--- config.mk ---
export PLATFORM = sky130hd
export DESIGN_NAME = vid_scramble_tx
export DESIGN_NICKNAME = d
export VERILOG_FILES = /design/src/rtl/vsc_pkg.sv /design/src/rtl/vsc_ctrl.sv /design/src/rtl/vsc_datapath.sv /design/src/rtl/vid_scramble_tx.sv
export SDC_FILE = /design/constraint.sdc
export NUM_CORES = 1
export LEC_CHECK = 0
export BUFFER_PORTS_ARGS = -buffer_cell sky130_fd_sc_hd__buf_2
export CAP_MARGIN = 15
export CORE_ASPECT_RATIO = 1.2
export CORE_MARGIN = 1
export CORE_UTILIZATION = 50
export DETAILED_ROUTE_END_ITERATION = 7
export PLACE_DENSITY = 0.72
export SYNTH_ARGS = -nofsm -noshare
export SYNTH_HDL_FRONTEND = slang
export SYNTH_SLANG_ARGS = --single-unit
export TNS_END_PERCENT = 20
--- constraint.sdc ---
create_clock -name clk -period 4.5 [get_ports clk]
set_input_delay 0.225 -clock clk [delete_from_list [all_inputs] [get_ports clk]]
set_output_delay 0.225 -clock clk [all_outputs]
set_load 0.02 [all_outputs]
--- src/rtl/vsc_pkg.sv ---
package vsc_pkg;

  // Strobes from the mode control to the coding datapath.
  typedef struct packed {
    logic codeOn;   // scramble and NRZI encode this word
    logic wideOn;   // all lanes of the input word are active
  } vscStrobes_t;

endpackage

--- src/rtl/vsc_ctrl.sv ---
module vsc_ctrl
  import vsc_pkg::*;
#(
  parameter int WORD_W = 10,
  parameter int LANES  = 2,
  localparam int SER_W = WORD_W * LANES
) (
  input  logic              codeEn,
  input  logic              wideMode,
  output vscStrobes_t       stb,
  output logic [SER_W-1:0]  bitMask
);

  always_comb begin
    stb.codeOn = codeEn;
    stb.wideOn = wideMode;
  end

  // One mask bit per serial position: the first lane is always active,
  // the remaining lanes only in wide mode.
  for (genvar i = 0; i < SER_W; i++) begin : g_mask
    if (i < WORD_W) begin : g_first
      assign bitMask[i] = 1'b1;
    end else begin : g_rest
      assign bitMask[i] = wideMode;
    end
  end

  // narrow mode enables exactly one lane's worth of bits.
  always_comb begin
    if (!wideMode) begin
      a_narrow_mask_r6: assert ($countones(bitMask) == WORD_W);
    end
  end

endmodule

--- src/rtl/vsc_datapath.sv ---
module vsc_datapath
  import vsc_pkg::*;
#(
  parameter int WORD_W   = 10,
  parameter int LANES    = 2,
  parameter int TAP_NEAR = 4,
  parameter int TAP_FAR  = 9,
  localparam int SER_W   = WORD_W * LANES
) (
  input  logic              clk,
  input  logic              rstN,
  input  vscStrobes_t       stb,
  input  logic [SER_W-1:0]  bitMask,
  input  logic [SER_W-1:0]  dataIn,
  output logic [SER_W-1:0]  serOut,
  output logic              serWide
);

  // Stream assembly: wide takes the word as is (low lane first),
  // narrow takes only the top lane and places it at stream position 0.
  logic [SER_W-1:0] stream;
  always_comb begin
    stream = '0;
    if (stb.wideOn) begin
      stream = dataIn;
    end else begin
      stream[WORD_W-1:0] = dataIn[SER_W-1 -: WORD_W];
    end
  end

  // Coding state: histQ[0] is the newest scrambled bit.
  logic [TAP_FAR-1:0] histQ;
  logic               lvlQ;
  logic               outCode;

  logic [TAP_FAR-1:0] histChain [0:SER_W];
  logic               lvlChain  [0:SER_W];
  logic [SER_W-1:0]   scrBit;
  logic [SER_W-1:0]   nrziBit;

  assign histChain[0] = histQ;
  assign lvlChain[0]  = lvlQ;

  for (genvar i = 0; i < SER_W; i++) begin : g_bit
    assign scrBit[i] = stream[i] ^ histChain[i][TAP_NEAR-1] ^ histChain[i][TAP_FAR-1];
    assign histChain[i+1] = bitMask[i] ? {histChain[i][TAP_FAR-2:0], scrBit[i]} : histChain[i];
    assign lvlChain[i+1]  = bitMask[i] ? (lvlChain[i] ^ scrBit[i]) : lvlChain[i];
    assign nrziBit[i]     = bitMask[i] & lvlChain[i+1];
  end

  always_ff @(posedge clk or negedge rstN) begin
    if (!rstN) begin
      histQ   <= '0;
      lvlQ    <= 1'b0;
      serOut  <= '0;
      serWide <= 1'b0;
      outCode <= 1'b0;
    end else begin
      if (stb.codeOn) begin
        histQ <= histChain[SER_W];
        lvlQ  <= lvlChain[SER_W];
      end
      serOut  <= stb.codeOn ? nrziBit : stream;
      serWide <= stb.wideOn;
      outCode <= stb.codeOn;
    end
  end

  // data-through words leave the coding state untouched.
  p_bypass_hold_r8: assert property (@(posedge clk) disable iff (!rstN)
    !stb.codeOn |=> ($stable(histQ) && $stable(lvlQ)));

  // in narrow mode the upper part of the group is zero.
  p_narrow_upper_zero_r6: assert property (@(posedge clk) disable iff (!rstN)
    !serWide |-> (serOut[SER_W-1:WORD_W] == '0));

  // the held NRZI level equals the last coded bit sent.
  p_level_tracks_r3: assert property (@(posedge clk) disable iff (!rstN)
    outCode |-> (lvlQ == (serWide ? serOut[SER_W-1] : serOut[WORD_W-1])));

endmodule

--- src/rtl/vid_scramble_tx.sv ---
module vid_scramble_tx
  import vsc_pkg::*;
#(
  parameter int WORD_W   = 10,
  parameter int LANES    = 2,
  parameter int TAP_NEAR = 4,
  parameter int TAP_FAR  = 9,
  localparam int SER_W   = WORD_W * LANES
) (
  input  logic             clk,
  input  logic             rstN,
  input  logic             codeEn,
  input  logic             wideMode,
  input  logic [SER_W-1:0] dataIn,
  output logic [SER_W-1:0] serOut,
  output logic             serWide
);

  vscStrobes_t      stb;
  logic [SER_W-1:0] bitMask;

  vsc_ctrl #(
    .WORD_W (WORD_W),
    .LANES  (LANES)
  ) u_ctrl (
    .codeEn   (codeEn),
    .wideMode (wideMode),
    .stb      (stb),
    .bitMask  (bitMask)
  );

  vsc_datapath #(
    .WORD_W   (WORD_W),
    .LANES    (LANES),
    .TAP_NEAR (TAP_NEAR),
    .TAP_FAR  (TAP_FAR)
  ) u_datapath (
    .clk     (clk),
    .rstN    (rstN),
    .stb     (stb),
    .bitMask (bitMask),
    .dataIn  (dataIn),
    .serOut  (serOut),
    .serWide (serWide)
  );

  // One cycle after reset there is a valid previous cycle to look at.
  logic pastOk;
  always_ff @(posedge clk or negedge rstN) begin
    if (!rstN) pastOk <= 1'b0;
    else       pastOk <= 1'b1;
  end

  // narrow data-through delivers the top lane unaltered.
  p_bypass_narrow_r7: assert property (@(posedge clk) disable iff (!rstN)
    (pastOk && $past(!codeEn && !wideMode)) |->
      (serOut[WORD_W-1:0] == $past(dataIn[SER_W-1 -: WORD_W])));

  // the width flag follows the width of the word it goes with.
  p_wide_flag_r5: assert property (@(posedge clk) disable iff (!rstN)
    pastOk |-> (serWide == $past(wideMode)));

endmodule

==> flow_metrics.tcl, run 1 <==
set metrics [dict create \
    status "finished with violations" \
    violations_in_the_final_reports "hold timing" \
    die_x_um 65.92 \
    timing.final.hold_violations 14 \
    drt_iter0_markers 102 \
    setup-violations-final 0 \
    max_slew.worst_pin.slew_ns 0.8069 \
    fin_setup_tns_ns 0 \
    cp-start-kind "flop" \
    final_hold_slack_ns -0.01992 \
    min_period_ns 3.523 \
    total_number_of_nets_in_the_final_design 287 \
    antenna_violations_before_repair 0 \
    clock_skew_ns 0.004115 \
    port-buffer-count 44 \
    cp-startpoint "u_datapath.histQ[3]" \
    timing_worst_setup_path_type "reg -> reg" \
    type_of_the_most_critical_hold_path "in -> async" \
    h-tree-depth 2 \
    syn-mean-instance-area_um2 10.99 \
    multi_input_area_um2 1605 \
    rrSetupSlack_ns 0.98 \
    rsz0062_at_grt "no" \
    tritoncts_clock_tree "yes" \
    grt_pass1_vias 1742 \
    cts_num_sinks 31 \
    most-common-layout-cells "sky130_fd_sc_hd__buf_2 (44), sky130_fd_sc_hd__xnor2_1 (37), sky130_fd_sc_hd__dfrtp_1 (31), sky130_fd_sc_hd__xor2_1 (29), sky130_fd_sc_hd__nand2_1 (20)" \
    post_drt_wl_per_cell_um 16.28 \
    post_dp_hpwl_um 3982 \
    core_area_um2 4662 \
    clkLatencyLatePin_ns 0.28 \
    worst_setup_hold_path_clk_slew_ns 0.07 \
    globalRouteTotalUtil 0.2294 \
    detail_route.drc_violations 0 \
    critPathCapture "u_datapath.serOut[16]" \
    synthesis.nets 247 \
    worst_path_required_ns 4.71 \
    most_frequent_standard_cell_in_the_layout_excluding_fill_and_tap_cells "sky130_fd_sc_hd__buf_2" \
    fmax_mhz 283.8 \
    worst_r2r_path_depth 9 \
    n_antenna_cell 0 \
    post_cts.resized_instances 0 \
    num_vias 1714 \
    unique_cell_type_count_in_the_yosys_netlist 30 \
    number_of_buffers_created_by_cts 5 \
    drt_wl_total_um 5242 \
    avgViaCountPerCell 5.323 \
    fillers 406 \
    ios 45 \
    globalplace.congestion 0.8414 \
    gr-usage-met1 0.3069 \
    grt_overflow_total 0 \
    grt_max_degree 47 \
    max_cap_violation_count 0 \
    synthesis.instances 223 \
    synth-warning-count 0 \
    cts_root_cell "sky130_fd_sc_hd__clkbuf_8" \
    share_of_cells_above_drive_strength_1 0.2538 \
    globalRouteMet2Util 0.3531 \
    synth_sequential_area_ratio 0.3165 \
    worstReg2RegStart "u_datapath.histQ[3]" \
    route.antenna.remaining_nets 0 \
    design.die.area_um2 5188 \
    final_max_slew_viol_count 0 \
    postCtsHoldBufs 0 \
    worst_r2r_endpoint "u_datapath.serOut[16]" \
    met3_usage 0.03161 \
    mappedNetlistArea_um2 2451 \
    start_util 0.5258 \
    path_max_fanout 7 \
    fp-row-count 27 \
    final.period_utilization 0.7829 \
    layout-area-overhead-vs-synth_pct 13.48 \
    dieHeight_um 78.70 \
    clk_path_buf_depth 2 \
    ys_seq_elements 31 \
    endpoint_kind "flop" \
    wire_length_of_the_first_global_routing_pass_um 8735 \
    slew-limit-headroom 0.4621 \
    crit_arrival_ns 3.73 \
    register_area_um2 775.7 \
    globalRoute.busiestLayer "met2" \
    detail_route.first_pass.iterations 4 \
    cts_post_setup_buffers_inserted 0 \
]
## kinds of logic (layout without fill, tap and decap cells)
kind of cell    Yosys count  count (layout)  synth area share
xor+xnor                 88              88            0.4339
compound gates           34              34           0.07861
mux                      18              18           0.08321
simple gates             36              36           0.05922
buf+inv                  16              57           0.02859
flops                    31              31            0.3165
## stage by stage
step	utilization	std cells	setup slack, ns	hold slack, ns	cell area, µm²
floorplan	-	223	1.327	-0.07059	2451
global placement	0.5792	314	1.077	0.3134	2700
detailed placement	0.5792	314	1.024	0.3299	2700
CTS	0.5966	322	1.003	0.02383	2781
global route	0.5966	322	0.8255	0.04784	2781
finish	0.5966	322	0.9769	-0.01992	2781
## Yosys cell counts (all sizes together)
library cell / number / area share
o21ai: 15 / 0.031
o211ai: 2 / 0.0061
nand2b: 1 / 0.0026
and2: 1 / 0.0026
xor3: 5 / 0.048
a21oi: 9 / 0.018
inv: 3 / 0.0046
buf: 3 / 0.0087
xor2: 30 / 0.11
or3: 1 / 0.0026
a211oi: 3 / 0.0092
mux2i: 15 / 0.069
nor2: 12 / 0.018
o21a: 3 / 0.0092
xnor3: 12 / 0.11
nand2: 21 / 0.033
a31oi: 1 / 0.0026
mux2: 3 / 0.014
dfrtp: 31 / 0.32
clkbuf: 10 / 0.015
xnor2: 41 / 0.16
o22ai: 1 / 0.0026
## final cells by class
class,count,share of cell area
clock inverters,1,0.001799
clock buffers,7,0.02744
multi-input cells,176,0.5771
inverters,3,0.004049
well taps,58,0.02609
repair buffers,46,0.08457
flip-flops and latches,31,0.2789
## critical path: stages (launching register included)
cell and delay (ns):
sky130_fd_sc_hd__dfrtp_1 0.57, sky130_fd_sc_hd__xor2_1 0.38, sky130_fd_sc_hd__xnor3_2 0.37, sky130_fd_sc_hd__xnor3_1 0.37
sky130_fd_sc_hd__nand2_2 0.18, sky130_fd_sc_hd__xor3_1 0.47, sky130_fd_sc_hd__xnor3_2 0.48, sky130_fd_sc_hd__xnor2_1 0.17
sky130_fd_sc_hd__or3_1 0.31, sky130_fd_sc_hd__a21oi_1 0.15
## layer usage
metal  vias to the layer above  wire [µm]  share of wire
li1                        823          -              -
met5                         -          0              0
met3                        16        260          0.050
met4                         0        206          0.039
met2                        61       2495           0.48
met1                       814       2279           0.43
## registers in the layout (all words and copies together) (netlist names)
register,flops
u_datapath.lvlQ,1
u_datapath.serOut,20
u_datapath.histQ,9
u_datapath.serWide,1
## worst min-delay path by stage
stage                            end  start  slack [ns]  cells after the start
2_1_floorplan    u_datapath.histQ[0]   rstN       -0.07                      0
3_3_place_gp   u_datapath.serOut[15]   rstN        0.31                      1
3_5_place_dp   u_datapath.serOut[15]   rstN        0.33                      1
4_1_cts        u_datapath.serOut[15]   rstN        0.02                      1
5_1_grt        u_datapath.serOut[14]   rstN        0.05                      1
6_report       u_datapath.serOut[14]   rstN       -0.02                      1
Power of run 1 is left out: the tool's default activity adds up to more than one toggle a clock period on the data nets, which glitch-free logic cannot reach.
==> run 2: changes to the inputs <==
--- a/config.mk
+++ b/config.mk
@@ -11,7 +11,7 @@
 export CORE_MARGIN = 1
 export CORE_UTILIZATION = 50
 export DETAILED_ROUTE_END_ITERATION = 7
-export PLACE_DENSITY = 0.72
+export PLACE_DENSITY = 0.75
 export SYNTH_ARGS = -nofsm -noshare
 export SYNTH_HDL_FRONTEND = slang
 export SYNTH_SLANG_ARGS = --single-unit
==> constraint.sdc (replaced) <==
create_clock -name clk -period 3.1 [get_ports clk]
set_input_delay 0.155 -clock clk [delete_from_list [all_inputs] [get_ports clk]]
set_output_delay 0.155 -clock clk [all_outputs]
set_load 0.02 [all_outputs]
==> run 2 against run 1 <==
The flow now finishes without violations. Non-clock buffer count is 26 higher. Register-to-register slack worse by 0.87 ns. Wire length is 9.2% higher. Die area stayed put. Via count is 5.1% higher. Sequential cell count stayed put. First-iteration DRC count is 5.9% higher. Critical endpoint is now u_datapath.serOut[19].
==> flow_metrics.tcl, run 2 (same netlist as run 1, synthesis figures left out) <==
set metrics [dict create \
    endpoint_kind "flop" \
    worst_setup_hold_path_clk_slew_ns 0.06 \
    total_number_of_nets_in_the_final_design 313 \
    worst_r2r_path_depth 8 \
    number_of_buffers_created_by_cts 5 \
    timing_worst_setup_path_type "reg -> reg" \
    final_max_slew_viol_count 0 \
    max_cap_violation_count 0 \
    clkLatencyLatePin_ns 0.29 \
    worstReg2RegStart "u_datapath.histQ[7]" \
    hp-start "wideMode" \
    ios 45 \
    num_vias 1801 \
    final.period_utilization 0.9660 \
    h-tree-depth 2 \
    start_util 0.5258 \
    crit_arrival_ns 3.20 \
    globalRouteTotalUtil 0.2461 \
    clk_path_buf_depth 2 \
    setup-violations-final 0 \
    worst_hold_path.endpoint "u_datapath.serWide" \
    final_cell_count_no_fill 346 \
    share_of_cells_above_drive_strength_1 0.3507 \
    worst_hold_path.num_cells 1 \
    worst_r2r_endpoint "u_datapath.serOut[19]" \
    globalplace.congestion 0.8783 \
    type_of_the_most_critical_hold_path "in -> reg" \
    cp-start-kind "flop" \
    cts_num_sinks 31 \
    fmax_mhz 333.9 \
    rrSetupSlack_ns 0.11 \
    fin_setup_tns_ns 0 \
    most_frequent_standard_cell_in_the_layout_excluding_fill_and_tap_cells "sky130_fd_sc_hd__buf_2" \
    detail_route.drc_violations 0 \
    wire_length_of_the_first_global_routing_pass_um 9190 \
    registers_with_the_most_flip_flops "u_datapath.serOut: 20 flops, u_datapath.histQ: 9 flops" \
    route.antenna.remaining_nets 0 \
    min_period_ns 2.995 \
    drt_iter0_markers 108 \
    grt_pass1_vias 1793 \
    path_max_fanout 3 \
    clock_skew_ns 0.01053 \
    status "finished, final reports clean" \
    die_x_um 65.92 \
    timing.final.hold_violations 0 \
    worst_path_required_ns 3.31 \
    port-buffer-count 44 \
    tritoncts_clock_tree "yes" \
    antenna_violations_before_repair 0 \
    core_area_um2 4662 \
    slew-limit-headroom 0.5225 \
    max_reg_flops 20 \
    grt_overflow_total 0 \
    grt_max_degree 32 \
    top_register "u_datapath.serOut" \
    avgViaCountPerCell 5.205 \
    drt_wl_total_um 5724 \
    place.detailed.instances 337 \
    fp-row-count 27 \
    design.die.area_um2 5188 \
    cts_root_cell "sky130_fd_sc_hd__clkbuf_8" \
    most-common-layout-cells "sky130_fd_sc_hd__buf_2 (44), sky130_fd_sc_hd__xnor2_1 (33), sky130_fd_sc_hd__dfrtp_1 (31), sky130_fd_sc_hd__xor2_1 (26), sky130_fd_sc_hd__buf_4 (26)" \
    post_drt_wl_per_cell_um 16.54 \
    layout-area-overhead-vs-synth_pct 23.99 \
    n_antenna_cell 0 \
    detail_route.first_pass.iterations 4 \
    rsz0062_at_grt "no" \
    post_dp_hpwl_um 4406 \
    dieHeight_um 78.70 \
    max_slew.worst_pin.slew_ns 0.7163 \
]
## run 2: worst max-delay path by stage
| stage | cells after the start | start | slack [ns] | to |
|---|---|---|---|---|
| after global placement | 8 | u_datapath.histQ[2] | 0.02 | u_datapath.serOut[19] |
| final | 8 | u_datapath.histQ[7] | 0.11 | u_datapath.serOut[19] |
| after floorplan | 10 | u_datapath.histQ[3] | 0.0004 | u_datapath.serOut[16] |
| after global routing | 8 | u_datapath.histQ[7] | 0.009 | u_datapath.serOut[19] |
| after detailed placement | 8 | u_datapath.histQ[2] | -0.05 | u_datapath.serOut[19] |
| after CTS | 8 | u_datapath.histQ[3] | 0.01 | u_datapath.serOut[19] |
## run 2: what timing repair did
action | 4_1_cts | 5_1_grt
endpoints found under the hold margin | 31 | 0
gates resized for setup | 2 | 7
buffers inserted | 1 | 1
cloned | 0 | 0
hold buffers | 1 | 0
pin swaps | 1 | 3
endpoints found under the setup margin | 3 | 3
## run 2: metal layers
| layer | track usage | wire length (µm) |
|---|---|---|
| met3 | 0.04598 | 286 |
| met1 | 0.3149 | 2427 |
| met5 | 0 | 0 |
| met4 | 0.1130 | 135 |
| met2 | 0.3980 | 2875 |
## run 2: worst max-delay path, cell delays in order (launching register included)
cell	delay [ns]
sky130_fd_sc_hd__dfrtp_1	0.41
sky130_fd_sc_hd__xor2_2	0.21
sky130_fd_sc_hd__xnor3_2	0.34
sky130_fd_sc_hd__xnor3_2	0.43
sky130_fd_sc_hd__xor3_2	0.45
sky130_fd_sc_hd__xnor3_1	0.37
sky130_fd_sc_hd__nor2_1	0.19
sky130_fd_sc_hd__xnor3_1	0.36
sky130_fd_sc_hd__a21oi_1	0.16
## run 2: layout make-up
class                           count  area, µm²
Multi-Input combinational cell    176       1662
Fill cell                         386       1623
Sequential cell                    31      775.7
Timing Repair Buffer               72      445.4
Clock buffer                        6      72.57
Tap cell                           58      72.57
Inverter                            3      11.26
## run 2: metrics by stage
stage / cell area, µm² / hold WS, ns / setup WS [ns] / utilization
after global routing: 3039 / 0.1069 / 0.008900 / 0.6519
after CTS: 2992 / 0.09504 / 0.01477 / 0.6417
after detailed placement: 2893 / 0.2544 / -0.04819 / 0.6205
final: 3039 / 0.1008 / 0.1053 / 0.6519
after floorplan: 2459 / -0.1406 / 0.0004017 / -
after global placement: 2893 / 0.2428 / 0.01740 / 0.6205
Power of run 2 is left out for the same reason.
==> run 3: changes to the inputs <==
--- a/config.mk
+++ b/config.mk
@@ -5,6 +5,7 @@
 export SDC_FILE = /design/constraint.sdc
 export NUM_CORES = 1
 export LEC_CHECK = 0
+export ABC_AREA = 1
 export BUFFER_PORTS_ARGS = -buffer_cell sky130_fd_sc_hd__buf_2
 export CAP_MARGIN = 15
 export CORE_ASPECT_RATIO = 1.2
==> constraint.sdc (replaced) <==
create_clock -name clk -period 2.53 [get_ports clk]
set_input_delay 0.1265 -clock clk [delete_from_list [all_inputs] [get_ports clk]]
set_output_delay 0.1265 -clock clk [all_outputs]
set_load 0.02 [all_outputs]
==> run 3 against run 2 <==
The flow now finishes with violations (setup timing). Hold slack improved by 0.040 ns. Count of clock-buffer cells in the layout increased by 1. Clock skew increased by 0.00083 ns. Synthesized cell count increased by 45%. Setup slack got worse by 1.5 ns. First-iteration DRC count increased to 4.3 times the previous value. Cell area increased by 38%. Critical endpoint is now u_datapath.lvlQ. Largest cell class unchanged.
==> flow_metrics.tcl, run 3 <==
set metrics [dict create \
    status "finished with violations" \
    violations_in_the_final_reports "setup timing" \
    min_period_ns 3.892 \
    most-common-layout-cells "sky130_fd_sc_hd__buf_4 (103), sky130_fd_sc_hd__buf_2 (44), sky130_fd_sc_hd__nand2_1 (43), sky130_fd_sc_hd__dfrtp_1 (31), sky130_fd_sc_hd__nand3_4 (28)" \
    timing_worst_setup_path_type "reg -> reg" \
    ranking_of_synthesized_cells_by_area "sky130_fd_sc_hd__dfrtp_1 (32%), sky130_fd_sc_hd__nand3_1 (12%), sky130_fd_sc_hd__nand2_1 (10%)" \
    critical-path-max-stage-delay_ns 0.43 \
    total_number_of_nets_in_the_final_design 495 \
    synthDominantAreaCellType "sky130_fd_sc_hd__dfrtp_1" \
    post_drt_wl_per_cell_um 21.48 \
    worst_path_required_ns 2.70 \
    dieHeight_um 77.79 \
    share_of_cells_above_drive_strength_1 0.5636 \
    unique_cell_type_count_in_the_yosys_netlist 30 \
    detail_route.first_pass.iterations 8 \
    tritoncts_clock_tree "yes" \
    number_of_buffers_created_by_cts 5 \
    final.period_utilization 1.538 \
    type_of_the_most_critical_hold_path "in -> reg" \
    num_vias 3236 \
    fp-row-count 27 \
    die_x_um 65.16 \
    grt_overflow_total 0 \
    wire_length_of_the_first_global_routing_pass_um 14630 \
    worst_setup_hold_path_clk_slew_ns 0.07 \
    slew-limit-headroom 0.4801 \
    ios 45 \
    globalRouteTotalUtil 0.3849 \
    final_max_slew_viol_count 0 \
    setup-violations-final 20 \
    cts_num_sinks 31 \
    h-tree-depth 2 \
    crit_arrival_ns 4.06 \
    max_reg_flops 20 \
    clock_skew_ns 0.01136 \
    port-buffer-count 44 \
    synthesis.instances 324 \
    grt_max_degree 32 \
    clk_path_buf_depth 2 \
    synth_edf_count 0 \
    most_frequent_standard_cell_in_the_layout_excluding_fill_and_tap_cells "sky130_fd_sc_hd__buf_4" \
    clkLatencyLatePin_ns 0.29 \
    asyncSetResetFlopFracSynth 1.000 \
    avgViaCountPerCell 6.106 \
    n_antenna_cell 0 \
    yosysMostFrequentCell "sky130_fd_sc_hd__nand2_1" \
    rsz0062_at_grt "yes" \
    design.die.area_um2 5069 \
    grt_pass1_vias 3114 \
    final_hold_slack_ns 0.1407 \
    endpoint_kind "flop" \
    max_slew.worst_pin.slew_ns 0.7798 \
    start_util 0.5210 \
    top_register "u_datapath.serOut" \
    registers_with_the_most_flip_flops "u_datapath.serOut: 20 flops, u_datapath.histQ: 9 flops" \
    core_area_um2 4594 \
    synthesis.nets 348 \
    layout-area-overhead-vs-synth_pct 75.33 \
    timing.final.ws_setup_ns -1.362 \
    detail_route.drc_violations 0 \
    path_max_fanout 4 \
    syn-mean-instance-area_um2 7.387 \
    max_cap_violation_count 0 \
    most_prevalent_standard_cell_on_the_critical_path "sky130_fd_sc_hd__nand2_4" \
    drt_wl_total_um 11380 \
    synth_commonest_cells "sky130_fd_sc_hd__nand2_1 (65), sky130_fd_sc_hd__nand3_1 (56), sky130_fd_sc_hd__dfrtp_1 (31), sky130_fd_sc_hd__inv_1 (31), sky130_fd_sc_hd__o21ai_0 (24)" \
    antenna_violations_before_repair 0 \
    drt_iter0_markers 464 \
    synth-warning-count 0 \
    post_dp_hpwl_um 5758 \
    route.antenna.remaining_nets 0 \
    fillers 188 \
    timing.final.hold_violations 0 \
    ys_seq_elements 31 \
    synth_top_area_frac 0.3241 \
    postSynth.topFlopCell "sky130_fd_sc_hd__dfrtp_1" \
    mappedNetlistArea_um2 2394 \
    synth_sequential_area_ratio 0.3241 \
    globalplace.congestion 0.8919 \
    cts_root_cell "sky130_fd_sc_hd__clkbuf_8" \
    cp-start-kind "flop" \
    fmax_mhz 257.0 \
    timing.critical_path.slowest_stage_cell "sky130_fd_sc_hd__dfrtp_1" \
]
## run 3: per-layer routing
layer	wire length [µm]	GRT usage
met5	0	0
met3	922	0.09265
met4	781	0.2674
met1	3886	0.4035
met2	5792	0.6598
## run 3: area by class of cell
type | instances | area, µm² | area share
inverter | 34 | 127.6 | 0.03041
clock buffer | 7 | 76.32 | 0.01819
sequential | 31 | 775.7 | 0.1849
tap | 58 | 72.57 | 0.01729
timing repair buffer | 150 | 1035 | 0.2466
clock inverter | 1 | 5.005 | 0.001193
multi-input combinational | 249 | 2105 | 0.5015
## run 3: worst paths after layout
| kind | end | startpoint | slack [ns] | depth (start not counted) |
|---|---|---|---|---|
| max | u_datapath.lvlQ | u_datapath.histQ[2] | -1.36 | 32 |
| min | u_datapath.serWide | wideMode | 0.14 | 2 |
| max reg2reg | u_datapath.lvlQ | u_datapath.histQ[2] | -1.36 | 32 |
| min reg2reg | u_datapath.histQ[6] | u_datapath.histQ[6] | 0.64 | 2 |
| max in group asynchronous | u_datapath.serOut[19] | rstN | 1.59 | 2 |
| min in group asynchronous | u_datapath.histQ[4] | rstN | 0.44 | 2 |
## run 3: cells by family after synthesis
kind of cell	synth area share
simple gates	0.3414
flops	0.3241
compound gates	0.1103
mux	0.02666
xor+xnor	0.1213
buf+inv	0.07632
## run 3: metrics by stage
stage / TNS, ns / instances / util / setup slack, ns / instance area (µm²)
3_3_place_gp: -7.680 / 500 / 0.7383 / -0.8995 / 3392
3_5_place_dp: -11.10 / 500 / 0.7383 / -1.193 / 3392
2_1_floorplan: -3.585 / 324 / - / -0.6428 / 2511
6_report: -14.39 / 530 / 0.9134 / -1.362 / 4197
5_1_grt: -17.02 / 530 / 0.9134 / -1.535 / 4197
4_1_cts: -9.318 / 520 / 0.8301 / -1.030 / 3814
## run 3: worst max-delay path: cells and delay by family, from the launching register on
family | cells | cell delay [ns]
AND/OR/NAND/NOR | 30 | 3.15
flip-flops | 1 | 0.43
buffers and inverters | 1 | 0.12
AO/OA/AOI/OAI | 1 | 0.07
## run 3: timing repair
item                       4_1_cts  5_1_grt
pin swaps                       15       32
hold endpoints to repair        31        0
buffers inserted                11       10
gates resized for setup         48       63
setup endpoints to repair       17       23
hold buffers                     1        0
Power of run 3 is left out for the same reason.
